File: src/rtl/sw_rom_slave.sv
module sw_rom_slave #(
  parameter int US_CYC    = 2,
  parameter int RST_US    = 120,
  parameter int POR_US    = 5000,
  parameter int SAMPLE_US = 30,
  parameter int DRIVE_US  = 30,
  parameter int PWAIT_US  = 30,
  parameter int PRES_US   = 120
) (
  input  logic        clk,
  input  logic        rst_n,
  input  logic        bus_in,
  input  logic [63:0] rom_id,
  output logic        bus_pull,
  output logic        selected,
  output logic        chan_clear
);
  localparam int RST_CYC  = RST_US * US_CYC;
  localparam int POR_CYC  = POR_US * US_CYC;
  localparam int SAMP_CYC = SAMPLE_US * US_CYC;
  localparam int DRV_CYC  = DRIVE_US * US_CYC;
  localparam int PWT_CYC  = PWAIT_US * US_CYC;
  localparam int PRS_CYC  = PRES_US * US_CYC;
  localparam int CW = $clog2(POR_CYC + 2);
  localparam int TW = $clog2(PRS_CYC + PWT_CYC + SAMP_CYC + DRV_CYC + 1);
  localparam logic [7:0] CMD_READ  = 8'h33;
  localparam logic [7:0] CMD_MATCH = 8'h55;

  typedef enum logic [2:0] {
    S_IDLE, S_RSTLOW, S_PWAIT, S_PRES, S_CMD, S_READ, S_MATCH, S_SEL
  } st_t;

  st_t           st;
  logic          bus_q;
  logic [CW-1:0] low_cnt;
  logic [TW-1:0] tmr;
  logic          in_slot;
  logic [5:0]    idx;
  logic [7:0]    cmd;

  wire       fall    = bus_q & ~bus_in;
  wire       rst_hit = (low_cnt == CW'(RST_CYC + 1));
  wire       rx_end  = in_slot && (tmr == TW'(SAMP_CYC - 1));
  wire       tx_end  = in_slot && (tmr == TW'(DRV_CYC - 1));
  wire [7:0] cmd_nx  = {bus_in, cmd[7:1]};

  assign chan_clear = (low_cnt == CW'(POR_CYC));

  always_ff @(posedge clk) begin
    if (!rst_n) begin
      st       <= S_IDLE;
      bus_q    <= 1'b1;
      low_cnt  <= '0;
      tmr      <= '0;
      in_slot  <= 1'b0;
      idx      <= '0;
      cmd      <= '0;
      bus_pull <= 1'b0;
      selected <= 1'b0;
    end else begin
      bus_q <= bus_in;
      if (bus_in || bus_pull)
        low_cnt <= '0;
      else if (low_cnt != CW'(POR_CYC + 1))
        low_cnt <= low_cnt + 1'b1;

      if (rst_hit) begin
        st       <= S_RSTLOW;
        selected <= 1'b0;
        bus_pull <= 1'b0;
        in_slot  <= 1'b0;
      end else begin
        case (st)
          S_RSTLOW:
            if (bus_in) begin
              st  <= S_PWAIT;
              tmr <= '0;
            end
          S_PWAIT:
            if (tmr == TW'(PWT_CYC - 1)) begin
              st       <= S_PRES;
              tmr      <= '0;
              bus_pull <= 1'b1;
            end else tmr <= tmr + 1'b1;
          S_PRES:
            if (tmr == TW'(PRS_CYC - 1)) begin
              st       <= S_CMD;
              bus_pull <= 1'b0;
              idx      <= '0;
              in_slot  <= 1'b0;
            end else tmr <= tmr + 1'b1;
          S_CMD, S_MATCH:
            if (!in_slot) begin
              if (fall) begin
                in_slot <= 1'b1;
                tmr     <= '0;
              end
            end else if (rx_end) begin
              in_slot <= 1'b0;
              idx     <= idx + 1'b1;
              if (st == S_CMD) begin
                cmd <= cmd_nx;
                if (idx == 6'd7) begin
                  idx <= '0;
                  case (cmd_nx)
                    CMD_READ:  st <= S_READ;
                    CMD_MATCH: st <= S_MATCH;
                    default:   st <= S_IDLE;
                  endcase
                end
              end else if (bus_in != rom_id[idx]) begin
                st <= S_IDLE;
              end else if (idx == 6'd63) begin
                st       <= S_SEL;
                selected <= 1'b1;
              end
            end else tmr <= tmr + 1'b1;
          S_READ:
            if (!in_slot) begin
              if (fall) begin
                in_slot  <= 1'b1;
                tmr      <= '0;
                bus_pull <= ~rom_id[idx];
              end
            end else if (tx_end) begin
              in_slot  <= 1'b0;
              bus_pull <= 1'b0;
              idx      <= idx + 1'b1;
              if (idx == 6'd63) st <= S_IDLE;
            end else tmr <= tmr + 1'b1;
          default: ;
        endcase
      end
    end
  end

  a_r1_idle_release: assert property (@(posedge clk) disable iff (!rst_n)
    (st == S_IDLE || st == S_SEL) |-> !bus_pull);
  a_r3_abort_on_reset: assert property (@(posedge clk) disable iff (!rst_n)
    rst_hit |=> (st == S_RSTLOW && !bus_pull));
  a_r6_sel_state: assert property (@(posedge clk) disable iff (!rst_n)
    selected |-> st == S_SEL);
  a_r9_sel_cleared: assert property (@(posedge clk) disable iff (!rst_n)
    rst_hit |=> !selected);
  a_r10_clear_single: assert property (@(posedge clk) disable iff (!rst_n)
    chan_clear |=> !chan_clear);
endmodule

File: config.mk
export PLATFORM = sky130hd
export DESIGN_NAME = sw_rom_slave
export DESIGN_NICKNAME = d
export VERILOG_FILES = /design/src/rtl/sw_rom_slave.sv
export SDC_FILE = /design/constraint.sdc
export NUM_CORES = 1
export LEC_CHECK = 0
export BUFFER_PORTS_ARGS = -buffer_cell sky130_fd_sc_hd__buf_2
export CAP_MARGIN = 20
export CELL_PAD_IN_SITES_DETAIL_PLACEMENT = 1
export CELL_PAD_IN_SITES_GLOBAL_PLACEMENT = 2
export CORE_UTILIZATION = 31
export CTS_CLUSTER_SIZE = 25
export DETAILED_ROUTE_END_ITERATION = 10
export MAX_ROUTING_LAYER = met4
export PLACE_DENSITY_LB_ADDON = 0.1
export SLEW_MARGIN = 20
export SYNTH_ARGS = -nofsm -noshare
export SYNTH_HDL_FRONTEND = slang
export SYNTH_SLANG_ARGS = --single-unit
File: constraint.sdc
create_clock -name clk -period 2.9 [get_ports clk]
set_input_delay 0.435 -clock clk [delete_from_list [all_inputs] [get_ports clk]]
set_output_delay 0.435 -clock clk [all_outputs]
set_load 0.1 [all_outputs]
Word-level counts from Yosys, hierarchy flattened
Index checks and enable logic that the tools add are counted.
{"block": "totals", "register_bits": 44, "word_cells": 124}
{"block": "classes", "mux": 42, "n_lt_le_gt_ge": 1, "bitwise_logic": 7, "reduce_logical": 20, "n_eq_ne": 41, "n_addsub": 3}
{"cell": "9-bit 2-to-1 mux", "count": 6}
{"cell": "6-bit 2-to-1 mux", "count": 7}
{"cell": "3-bit 2-to-1 mux", "count": 12}
{"cell": "3-bit inequality test, second input constant", "count": 12}
{"cell": "9-bit case mux with 4 select lines", "count": 1}
{"cell": "11-bit AND reduction", "count": 2}
{"cell": "2-bit inequality test, second input constant", "count": 9}
{"cell": "6-bit case mux with 3 select lines", "count": 1}
{"cell": "3-bit case mux with 5 select lines", "count": 1}
{"cell": "14-bit by 1-bit adder with 14-bit output, second input constant", "count": 1}
{"cell": "14-bit == test, second input constant", "count": 1}
{"cell": "14-bit by 8-bit == test with 1-bit output, second input constant", "count": 1}
{"cell": "14-bit inequality test, second input constant", "count": 1}
{"cell": "6-bit AND reduction", "count": 2}
{"cell": "1-bit 2-to-1 mux", "count": 10}
{"cell": "5-bit AND reduction", "count": 2}
{"cell": "9-bit by 1-bit adder with 9-bit output, second input constant", "count": 1}
{"cell": "3-bit == test, second input constant", "count": 3}
{"cell": "9-bit by 6-bit == test with 1-bit output, second input constant", "count": 1}
{"cell": "9-bit by 8-bit == test with 1-bit output, second input constant", "count": 1}
{"cell": "8-bit by 6-bit == test with 1-bit output, second input constant", "count": 1}
{"cell": "8-bit by 7-bit == test with 1-bit output, second input constant", "count": 1}
{"cell": "4-bit inequality test, second input constant", "count": 2}
{"cell": "6-bit by 7-bit < comparator with 1-bit output, second input constant", "count": 1}
{"cell": "other kinds (25)", "count": 34}

Longest topological paths before layout
{"block": "depth", "depth_word": 9, "ltp_mapped": 10, "mapped_depth_nobuf": 9}

Worst setup path before layout
Ideal clock, no wire load.
{"block": "synth_path", "kind": "register to output", "from": "reg low_cnt[6]", "to": "out chan_clear", "setup_slack_ns": -1.368, "stages_incl_launch_ff": 4, "t_arrival_ns": 3.833, "cell_sequence": "dfxtp_1 > nor4_1 > nand4_1 > nor4b_1"}
{"block": "synth_between", "elab_chain_cells": 1}
{"item": "from (decl)", "line": "35", "rtl": "logic [CW-1:0] low_cnt;"}
{"item": "from (signal assigned)", "line": "65", "rtl": "low_cnt <= low_cnt + 1'b1;"}
{"item": "14-bit == test", "line": "47", "rtl": "assign chan_clear = (low_cnt == CW'(POR_CYC));"}
{"item": "to (decl)", "line": "16", "rtl": "output logic chan_clear"}
Every way passes these cells.

Worst setup path in the final report
{"block": "layout_path", "from": "reg idx[1]", "to": "reg st[0]"}
{"block": "layout_between", "elab_chain_cells": 9, "word_cells_on_any_way": 15}
{"item": "from (decl)", "line": "38", "rtl": "logic [5:0] idx;"}
{"item": "from (signal assigned)", "line": "100", "rtl": "idx <= idx + 1'b1;"}
{"item": "from (signal assigned)", "line": "128", "rtl": "idx <= idx + 1'b1;"}
{"item": "1-bit binary-select mux with 6-bit select", "line": "111", "rtl": "end else if (bus_in != rom_id[idx]) begin"}
{"item": "1-bit 2-to-1 mux (implied by the code)", "line": "111"}
{"item": "1-bit inequality test", "line": "111"}
{"item": "3-bit 2-to-1 mux", "line": "111"}
{"item": "3-bit 2-to-1 mux", "line": "101", "rtl": "if (st == S_CMD) begin"}
{"item": "3-bit 2-to-1 mux", "line": "98", "rtl": "end else if (rx_end) begin"}
{"item": "3-bit 2-to-1 mux", "line": "93", "rtl": "if (!in_slot) begin"}
{"item": "3-bit case mux with 5 select lines", "line": "73", "rtl": "case (st)"}
{"item": "1-bit 2-to-1 mux", "line": "67", "rtl": "if (rst_hit) begin"}
{"item": "to (signal assigned)", "line": "68", "rtl": "st <= S_RSTLOW;"}
{"item": "to (signal assigned)", "line": "76", "rtl": "st <= S_PWAIT;"}
{"item": "to (signal assigned)", "line": "81", "rtl": "st <= S_PRES;"}
{"item": "to (decl)", "line": "33", "rtl": "st_t st;"}
Several ways; a longest one is shown, not always the timed one. The select of a mux whose other input is x is not followed.
A chain may end at the register's enable or synchronous reset.

==> results.txt <==
Die width -> 98.4 um
Vias -> 2775
Final Core Density -> 39.3%
Final Setup Violations -> 0
Die Area -> 9680 um^2
First-pass GRT wire length -> 13.9 mm
Inst Count DP -> 505
PnR Total Power -> 1.57 mW
Gp weighted congestion -> 0.795
Sum Neg Setup Slack -> 0 ns
Vias in the first global route -> 2852
Drt drc -> 3
Filler cell count -> 1076
Share of layout cells above drive strength 1 -> 27.4%
Num ports -> 70
HP Class -> reg -> reg
CP peak stage delay -> 0.43 ns
Root buf cell -> clkbuf_8
Mapped cell area -> 2880 um^2
Maximum vdd drop -> 0.000235 V
TritonCTS Sinks -> 43
Nets -> 476
WS Path Type -> reg -> reg
Worst EP required -> 3.11 ns
Core area -> 8850 um^2
Fin crit share -> 92.0%
Outcome -> complete, but fails checks
Leakage -> 1.26 nW
H-tree Lvls -> 2
Input/output buffers -> 69
Net Sw Frac -> 34.2%
Mapped Avg Cell Area -> 8.58 um^2
Clk network pwr share -> 30.8%
Place WS -> 0.235 ns
CP arrival -> 2.88 ns
Failing checks -> design-rule violations
Combinational power share -> 27.2%
Fin Clk Skew -> 0.0101 ns
CTS Hold Bufs -> 0
Synth-to-layout area growth -> 20.7%
Fin. max-slew vios -> 0
Worst relative slew slack -> 59.5%
Synth Instances -> 336
1st-iter DRT viols -> 63
Syn Nets -> 408
Worst Setup Start Kind -> flip-flop
Non-Filler Instances -> 513
Seq pwr share -> 42.1%
Internal power -> 1.03 mW
Synth Flop Type -> dfxtp_1
Row count -> 34
Synth warn -> 0
Post-CTS Resized -> 0
DIE HEIGHT -> 98.4 um
Num CTS Buffers -> 5
Post-Route WL -> 8.15 mm
Largest net degree at the start of global routing -> 19
Worst Hold Slack -> 0.461 ns
Seq/Total Area, Yosys -> 29.9%
Number of flops mapped to enable cells by yosys -> 0
Via density -> 5.41
Gr usage total -> 17.9%
Pre-antenna DRT Iters -> 9
Worst Slack Setup Final -> 0.233 ns
Worst-path clk slew -> 0.09 ns
Switching power -> 0.537 mW
Worst Setup End Kind -> flip-flop
Number of antenna-violating nets in the routed design -> 0
Synth async-reset ratio -> 0%
CP Cell Sequence -> buf_4, ha_1, nand3_1, or2_2, o2bb2ai_1, a21oi_1, a311o_1, or3b_1, a32oi_1
DP Area -> 3360 um^2
Flops & latches, synth -> 43
Clk_lat worst skew -> 0.30 ns
Setup bufs post-CTS -> 0
Pwr Density -> 452 nW/um^2
CTS max path bufs -> 2
Fmax -> 375 MHz
Unrepaired setup endpoints after global routing -> false
Crit Path Max Fanout -> 10
Dpl hpwl -> 6.23 mm
Wire per inst -> 15.9 um
Post-route cell area -> 3480 um^2
GRT overflow -> 0
Max-cap violation count -> 0
Yosys cell types -> 57
Initial Utilization -> 32.6%
Final Hold Viols -> 0
Initial antenna violation count -> 0
Slew @ Worst Pin -> 0.603 ns
ANT cells -> 0
Fin crit period -> 2.67 ns
CTS tree -> done
Slowest cell on the critical path -> dfxtp_1
-- Yosys cell counts (5+ instances only) --
library cell | number | area, um^2
nor4_1 | 6 | 37.5
dfxtp_1 | 43 | 861
xor2_1 | 10 | 87.6
nand3_1 | 18 | 90.1
a21oi_1 | 13 | 65.1
clkbuf_1 | 11 | 41.3
nand4_1 | 7 | 43.8
nor2_1 | 36 | 135
ha_1 | 5 | 62.6
and3_1 | 6 | 37.5
nand2_1 | 31 | 116
a31oi_1 | 7 | 43.8
or3_1 | 5 | 31.3
mux2i_1 | 11 | 110
nor3_1 | 5 | 25.0
nor2b_1 | 8 | 50.1
xnor2_1 | 7 | 61.3
inv_1 | 10 | 37.5
o21ai_0 | 15 | 75.1
mux4_2 | 15 | 338
-- metal layers --
layer	GRT usage, %	vias up	share of wire (%)	wire, um
met4	4.25	0	1.4	112
li1	-	1376	-	-
met1	22.2	1334	46	3790
met3	3.33	10	4.0	329
met2	30.3	55	48	3920
met5	-	-	0	0
-- cell type report --
type	count	area [um^2]	share of cell area (%)
clock buffers	5	68.8	1.98
repair buffers	79	420	12.1
multi-input cells	265	1910	55.0
clock inverters	3	43.8	1.26
flip-flops and latches	43	861	24.7
inverters	10	37.5	1.08
well taps	108	135	3.88
-- worst paths after layout --
kind / startpoint / end / slack [ns] / cells after the start
max: idx[1] / st[0] / 0.23 / 9
min: selected / selected / 0.46 / 2
max reg2reg: idx[1] / st[0] / 0.23 / 9
min reg2reg: selected / selected / 0.46 / 2
-- flip-flops by register name, indices dropped and copies added, names as in the netlist --
| signal | count |
|---|---|
| low_cnt | 14 |
| bus_q | 1 |
| selected | 1 |
| cmd | 7 |
| in_slot | 1 |
| st | 3 |
| bus_pull | 1 |
| tmr | 9 |
| idx | 6 |
-- worst max-delay path: cells and delay by family (launching register included) --
kind	cells	cell delay, ns
buf+inv	1	0.23
fa+ha+maj	1	0.23
flops	1	0.43
simple gates	3	0.88
compound gates	4	0.81
-- power by group through the flow --
| stage | sequential [mW] | clock (mW) | combinational, mW |
|---|---|---|---|
| 3_3_place_gp | 0.675 | 0 | 0.423 |
| 5_1_grt | 0.667 | 0.522 | 0.472 |
| 4_1_cts | 0.661 | 0.505 | 0.430 |
| 6_report | 0.661 | 0.484 | 0.427 |
| 3_5_place_dp | 0.674 | 0 | 0.425 |
| 2_1_floorplan | 0.687 | 0 | 0.273 |
-- cell usage in the layout (no fill, tap or decap), types with 4 or more instances in the layout --
master	instances
mux4_2	15
a31oi_1	7
nor3_1	5
nor3b_1	4
nor4_1	6
or3_1	5
nand2_1	31
clkbuf_8	5
xor2_1	10
nand3_1	18
and3_1	6
xnor2_1	7
ha_1	5
buf_2	69
inv_1	10
buf_4	10
dfxtp_1	43
nand4_1	7
a21boi_0	4
nor2_1	36
mux2i_1	11
a21oi_1	13
nor2b_1	8
o21ai_0	15
-- cell families (layout without fill, tap and decap cells) --
kind of cell	count (synthesis)	after routing	share of synthesized area (%)
xor gates and xnor gates	17	17	5.17
buffers and inverters	28	97	4.21
and+or+nand+nor	149	149	27.3
muxes	28	28	16.3
AOI/OAI and AO/OA	66	66	14.9
DFF	43	43	29.9
adders and majority gates	5	5	2.17
Power figures use the tool's default switching activity.
